==> config.mk <==
export PLATFORM = sky130hd
export DESIGN_NAME = refresh_holdoff_ctrl
export DESIGN_NICKNAME = d
export VERILOG_FILES = /design/src/rtl/refresh_holdoff_pkg.sv /design/src/rtl/refresh_interval_timer.sv /design/src/rtl/refresh_request_tracker.sv /design/src/rtl/refresh_holdoff_fsm.sv /design/src/rtl/refresh_holdoff_ctrl.sv
export SDC_FILE = /design/constraint.sdc
export NUM_CORES = 1
export LEC_CHECK = 0
export BUFFER_PORTS_ARGS = -buffer_cell sky130_fd_sc_hd__clkbuf_2
export CORE_MARGIN = 2
export CORE_UTILIZATION = 40
export DETAILED_ROUTE_END_ITERATION = 12
export GPL_ROUTABILITY_DRIVEN = 0
export MAX_ROUTING_LAYER = met4
export PLACE_DENSITY = 0.68
export SLEW_MARGIN = 20
export SYNTH_ARGS = -nofsm -noshare
export SYNTH_HDL_FRONTEND = slang
export SYNTH_HIERARCHICAL = 1
export SYNTH_SLANG_ARGS = --single-unit
==> constraint.sdc <==
create_clock -name clk_i -period 1.6 [get_ports clk_i]
set_clock_uncertainty 0.2 [all_clocks]
set_input_delay 0.24 -clock clk_i [delete_from_list [all_inputs] [get_ports clk_i]]
set_output_delay 0.24 -clock clk_i [all_outputs]
set_load 0.05 [all_outputs]
==> src/rtl/refresh_holdoff_pkg.sv <==
package refresh_holdoff_pkg;

    typedef enum logic [1:0] {
        PH_IDLE = 2'd0,
        PH_RUN  = 2'd1,
        PH_DONE = 2'd2
    } hold_phase_e;

    typedef struct packed {
        logic want;
        logic overrun;
    } req_state_t;

endpackage

==> src/rtl/refresh_interval_timer.sv <==
module refresh_interval_timer #(
    parameter int INTERVAL_CYCLES = 139
) (
    input  logic clk_i,
    input  logic rst_ni,
    output logic expire_o
);
    localparam int CW = (INTERVAL_CYCLES > 1) ? $clog2(INTERVAL_CYCLES) : 1;
    localparam logic [CW-1:0] LAST = CW'(INTERVAL_CYCLES - 1);

    typedef struct packed {
        logic [CW-1:0] count;
    } tmr_state_t;

    tmr_state_t st_d, st_q;

    always_comb begin
        st_d = st_q;
        if (st_q.count == LAST) begin
            st_d.count = '0;
        end else begin
            st_d.count = st_q.count + 1'b1;
        end
    end

    always_ff @(posedge clk_i or negedge rst_ni) begin
        if (!rst_ni) begin
            st_q <= '0;
        end else begin
            st_q <= st_d;
        end
    end

    assign expire_o = (st_q.count == LAST);

endmodule

==> src/rtl/refresh_request_tracker.sv <==
module refresh_request_tracker
    import refresh_holdoff_pkg::*;
(
    input  logic clk_i,
    input  logic rst_ni,
    input  logic expire_i,
    input  logic grant_i,
    output logic want_o,
    output logic overrun_o
);
    req_state_t st_d, st_q;

    always_comb begin
        st_d = st_q;
        if (expire_i) begin
            st_d.want = 1'b1;
        end else if (grant_i) begin
            st_d.want = 1'b0;
        end
        if (expire_i && st_q.want && !grant_i) begin
            st_d.overrun = 1'b1;
        end
    end

    always_ff @(posedge clk_i or negedge rst_ni) begin
        if (!rst_ni) begin
            st_q <= '0;
        end else begin
            st_q <= st_d;
        end
    end

    assign want_o    = st_q.want;
    assign overrun_o = st_q.overrun;

endmodule

==> src/rtl/refresh_holdoff_fsm.sv <==
module refresh_holdoff_fsm
    import refresh_holdoff_pkg::*;
#(
    parameter int REFRESH_CYCLES = 6
) (
    input  logic clk_i,
    input  logic rst_ni,
    input  logic want_i,
    input  logic busy_i,
    output logic grant_o,
    output logic holdoff_o,
    output logic strobe_o,
    output logic done_o
);
    localparam int SW = (REFRESH_CYCLES > 1) ? $clog2(REFRESH_CYCLES) : 1;
    localparam logic [SW-1:0] SEQ_LAST = SW'(REFRESH_CYCLES - 1);

    typedef struct packed {
        hold_phase_e   phase;
        logic [SW-1:0] seq;
    } hof_state_t;

    hof_state_t st_d, st_q;
    logic       grant;

    always_comb begin
        st_d  = st_q;
        grant = 1'b0;
        unique case (st_q.phase)
            PH_IDLE: begin
                if (want_i && !busy_i) begin
                    grant       = 1'b1;
                    st_d.phase  = PH_RUN;
                    st_d.seq    = '0;
                end
            end
            PH_RUN: begin
                if (st_q.seq == SEQ_LAST) begin
                    st_d.phase = PH_DONE;
                end else begin
                    st_d.seq = st_q.seq + 1'b1;
                end
            end
            PH_DONE: begin
                st_d.phase = PH_IDLE;
                st_d.seq   = '0;
            end
            default: begin
                st_d.phase = PH_IDLE;
                st_d.seq   = '0;
            end
        endcase
    end

    always_ff @(posedge clk_i or negedge rst_ni) begin
        if (!rst_ni) begin
            st_q <= '{phase: PH_IDLE, seq: '0};
        end else begin
            st_q <= st_d;
        end
    end

    assign grant_o   = grant;
    assign holdoff_o = (st_q.phase != PH_IDLE);
    assign strobe_o  = (st_q.phase == PH_RUN);
    assign done_o    = (st_q.phase == PH_DONE);

endmodule

==> src/rtl/refresh_holdoff_ctrl.sv <==
module refresh_holdoff_ctrl #(
    parameter int INTERVAL_CYCLES = 139,
    parameter int REFRESH_CYCLES  = 6
) (
    input  logic clk_i,
    input  logic rst_ni,
    input  logic port_busy_i,
    output logic want_refresh_o,
    output logic holdoff_o,
    output logic refresh_strobe_o,
    output logic refresh_done_o,
    output logic overrun_o
);
    logic expire;
    logic grant;
    logic want;

    refresh_interval_timer #(
        .INTERVAL_CYCLES(INTERVAL_CYCLES)
    ) u_timer (
        .clk_i   (clk_i),
        .rst_ni  (rst_ni),
        .expire_o(expire)
    );

    refresh_request_tracker u_req (
        .clk_i    (clk_i),
        .rst_ni   (rst_ni),
        .expire_i (expire),
        .grant_i  (grant),
        .want_o   (want),
        .overrun_o(overrun_o)
    );

    refresh_holdoff_fsm #(
        .REFRESH_CYCLES(REFRESH_CYCLES)
    ) u_fsm (
        .clk_i    (clk_i),
        .rst_ni   (rst_ni),
        .want_i   (want),
        .busy_i   (port_busy_i),
        .grant_o  (grant),
        .holdoff_o(holdoff_o),
        .strobe_o (refresh_strobe_o),
        .done_o   (refresh_done_o)
    );

    assign want_refresh_o = want;

endmodule

Yosys cells after proc, flatten, opt, wreduce, memory -nomap -nowiden
Index checks and enable logic that the tools add are counted.

Output and inout port bits: 5. Register bits after elaboration: 15. Word-level logic and storage cells: 33. Input bits: 3.

Add/subtract/negate cells: 2. Reductions and logical operators: 10. Muxes and demuxes: 9. Equality and inequality tests: 7.

Operators by type and width (number): $pmux 5 s2 (1); $add 8x1->8 const B (1); $eq 8x8->1 const B (1); $mux 8 (1); $mux 5 (1); $mux 1 (4); $ne 2x1->1 const B (2); $reduce_and 2->1 (2); $reduce_bool 2->1 (2); $add 3x1->3 const B (1); $eq 3x3->1 const B (1); $logic_and 1x1->1 (3); $mux 3 (1); $eq 2x1->1 const B (1); $eq 2x2->1 const B (1); $logic_not 1->1 (2); $logic_not 2->1 (1); $mux 2 (1); $ne 2x2->1 const B (1).

Logic depth before layout (Yosys ltp)
Depth after elaboration: 6. Mapped depth: 5. Gate-level depth less buffers: 5.

Cells and area by module
Netlist, hierarchy kept.

By module, submodules not included: refresh_interval_timer (times used 1, sequential area each 200.2 um^2, area an instance 395.4 um^2, cells each 31); refresh_holdoff_fsm (times used 1, sequential area each 125.1 um^2, area an instance 301.5 um^2, cells each 30); refresh_request_tracker (times used 1, sequential area each 50.0 um^2, area an instance 71.3 um^2, cells each 5).

Worst setup path before layout
No wires, ideal clock.

Path type: reg2out. Start: register u_fsm/st_q[3] in the netlist's numbering. End: output port refresh_done_o. Arrival time: 1231 ps. Slack: -71 ps. Stages on the path, launching flop included: 3. Path buffers: 1. Data required time: 1160 ps. Cell sequence: dfrtp_1 > buf_4 > nor2b_1.

Longest elaborated chain between the ends: 1.

RTL lines: start, declared (line refresh_holdoff_fsm.sv:23) `hof_state_t st_d, st_q;`; start signal, assigned (line refresh_holdoff_fsm.sv:57) `st_q <= '{phase: PH_IDLE, seq: '0};`; start signal, assigned (line refresh_holdoff_fsm.sv:59) `st_q <= st_d;`; $eq 2x2->1 (line refresh_holdoff_fsm.sv:66) `assign done_o = (st_q.phase == PH_DONE);`; end, declared (line refresh_holdoff_ctrl.sv:11) `output logic refresh_done_o,`.

Every way passes these cells.

Worst setup path after layout
Start: register u_fsm/st_q[4] in the netlist's numbering. End: output port holdoff_o.

Longest elaborated chain between the ends: 1.

RTL lines: $reduce_bool 2->1 (line refresh_holdoff_fsm.sv:64) `assign holdoff_o = (st_q.phase != PH_IDLE);`; end, declared (line refresh_holdoff_ctrl.sv:9) `output logic holdoff_o,`.

Every way passes these cells.

==> flow_summary_export.csv <==
group,metric,value,unit
run_status,status,"finished clean",
grt,grt_max_degree,16,
route,via_count,528,
setup_path,required,1.16,ns
timing,fmax,639,MHz
timing,rsz0062_at_grt,"true",
pwr,leakagePower,0.000452,uW
route,wirelength,1300,um
clocking,clock-sinks,15,
cells_and_area,area_delta_synth_final,20.4,%
placed_design,place_hpwl,920,um
setup_path,r2r_slack,0.09,ns
floorplan,core,0.00176,mm2
synthesis,syn_nets,73,
clocking,cts_buffer_depth,2,
setup_path,cp.arrival,1.13,ns
grt,grt_first_pass_wirelength,2160,um
timing,setup_violations,0,
cells_and_area,fin_nets,90,
timing,worst_pin_slew,0.419,ns
synthesis,synth_top_area_frac,0.489,
route,wire_per_inst,12.2,um
clocking,clk_pin_slew_worst_paths,0.08,ns
timing,drv_slew,0,
clocking,numCtsBuffers,3,
grt,antenna_found_initial,0,
clocking,clkLatencyLatePin,0.27,ns
floorplan,start_util,0.435,
timing,period_share,0.979,
grt,track_usage,0.149,
route,drc,0,
setup_path,cp-start-kind,"flop",
floorplan,ios,8,
cells_and_area,instances_no_fill,107,
pwr,ir_drop,0.310,mV
pwr,power_density,646,mW/mm2
placed_design,dpl.cell_count,100,
synthesis,ys_ff_latch,15,
synthesis,synthCells,66,
timing,post-route-min-period,1.57,ns
synthesis,ys_seq_area_frac,0.489,
clocking,clock-root-buffer,"clkbuf_4",
synthesis,synth_top_area_cell,"dfrtp_1",
grt,grt_overflow,0,
placed_design,pre_cts_ws,0.0895,ns
timing,fin_ws,0.0342,ns
setup_path,end_kind,"primary output",
setup_path,critPathKind,"reg -> out",
route,drt_iter0_drc,2,
timing,final_hold_viol_count,0,
floorplan,chipHeight,47.8,um
route,avgViaCountPerCell,4.93,
synthesis,synth_area,768,um2
floorplan,dieArea,0.00229,mm2
route,first_pass_iters,3,
synthesis,yosys_warnings,6,
setup_path,r2r-end,"u_req/overrun_o$_DFFE_PN0P_",
placed_design,io_buffers,7,
cells_and_area,drive_above_1_share,0.317,
synthesis,synth.avg_cell_area,11.6,um2
timing,max_slew_margin,0.718,
min_path,min_from,"port_busy_i",
setup_path,worstPathMaxFanout,4,
grt,grt_pass1_vias,514,
min_path,min_path_type,"in -> reg",
setup_path,reg2regPathDepth,4,
synthesis,yosys.cell_types.count,28,
clocking,htreeDepth,1,
clocking,cts_tree,"yes",
min_path,hold_depth,4,
floorplan,die_w,47.8,um
floorplan,rows,15,
setup_path,reg2reg_from,"u_timer/st_q[1]$_DFF_PN0_",
min_path,min_delay_worst_endpoint,"u_fsm/st_q[1]$_DFFE_PN0P_",
route,ant_nets,0,
synthesis,synthTopCellsByArea,"dfrtp_1, ha_1, xnor2_1, nand3b_1, nand4_1",
run,maxCapViolations,0,
cells_and_area,n_antenna_cell,0,
## cell usage in the layout (no fill, tap or decap), types with 2 or more instances in the layout
master,netlist,layout
nand3b_1,4,4
clkbuf_2,0,5
clkbuf_4,0,3
dfrtp_1,15,14
inv_1,3,3
nand3_1,2,2
nand2_1,2,2
ha_1,4,3
nor2_1,5,5
a31oi_1,3,3
buf_4,1,6
xnor2_1,4,4
nor2b_2,0,2
nand4_1,4,4
## registers in the layout, summed over array words and instances (netlist names)
name / flops
u_fsm/st_q: 5
u_req/overrun_o: 1
u_req/want_o: 1
u_timer/st_q: 8
## what timing repair did
action / CTS / global route
gates resized for setup: 3 / 6
hold buffers: 1 / 0
setup buffers: 1 / 1
setup endpoints to repair: 3 / 4
endpoints found under the hold margin: 15 / 0
pin swaps: 0 / 1
## power breakdown
group          internal (uW)  switching, uW
clock                   96.5            110
combinational           4.38           7.43
sequential               379              0
## metal layers
metal	up-vias	part of all wire	global-route usage
met3	2	0.012	0.0340
met1	251	0.48	0.169
li1	270	-	-
met5	-	0	-
met2	5	0.48	0.221
met4	0	0.021	0.119
## worst max-delay path by stage
stage / start / slack [ns] / to
floorplan: u_fsm/st_q[4]$_DFFE_PN0P_ / 0.04 / u_req/overrun_o$_DFFE_PN0P_
global placement: u_timer/st_q[0]$_DFF_PN0_ / 0.12 / u_req/overrun_o$_DFFE_PN0P_
detailed placement: u_timer/st_q[1]$_DFF_PN0_ / 0.09 / u_req/overrun_o$_DFFE_PN0P_
CTS: u_fsm/st_q[3]$_DFFE_PN0P_ / 0.003 / holdoff_o
global route: u_timer/st_q[0]$_DFF_PN0_ / -0.03 / u_req/overrun_o$_DFFE_PN0P_
finish: u_fsm/st_q[4]$_DFFE_PN0P_ / 0.03 / holdoff_o
## kinds of logic after synthesis
logic type / share of synthesized area
AO/OA/AOI/OAI: 0.0717
XOR/XNOR: 0.0570
adder cells (fa/ha/maj): 0.0651
buffers and inverters: 0.0244
flip-flops: 0.489
AND/OR/NAND/NOR: 0.293
## area by class of cell
| class | count | area (um2) |
|---|---|---|
| tap | 25 | 31.3 |
| multi-input combinational | 47 | 384 |
| clock buffer | 4 | 26.3 |
| fill | 189 | 840 |
| inverter | 3 | 11.3 |
| sequential | 15 | 377 |
| timing repair buffer | 13 | 95.1 |
## cells in the mapped netlist, drive strengths merged
master / number
dfrtp: 15
nor2: 5
ha: 4
nand3b: 4
nand4: 4
xnor2: 4
a31oi: 3
inv: 3
nor2b: 3
nand2: 2
nand3: 2
nand4b: 2
a21o: 1
a21oi: 1
a311oi: 1
a31o: 1
and2: 1
and3: 1
and4: 1
buf: 1
nand2b: 1
nor3: 1
nor3b: 1
nor4: 1
o21ai: 1
or2: 1
xor2: 1
## critical path, cell delays in order (launching register included)
cell and delay, ns:
dfrtp_2 0.44, or2_4 0.27, buf_8 0.15
## stage by stage
step | hold slack [ns] | total power (uW) | setup TNS (ns) | instance area (um2) | util
after floorplan | -0.256 | 387 | 0 | 773 | -
after global placement | -0.0341 | 397 | 0 | 855 | 0.484
after detailed placement | -0.0258 | 397 | 0 | 855 | 0.484
final | 0.182 | 597 | 0 | 925 | 0.524
after global routing | 0.184 | 631 | -0.0541 | 925 | 0.524
after CTS | 0.174 | 610 | 0 | 908 | 0.515
No activity file was read; power rests on OpenSTA's default activity.
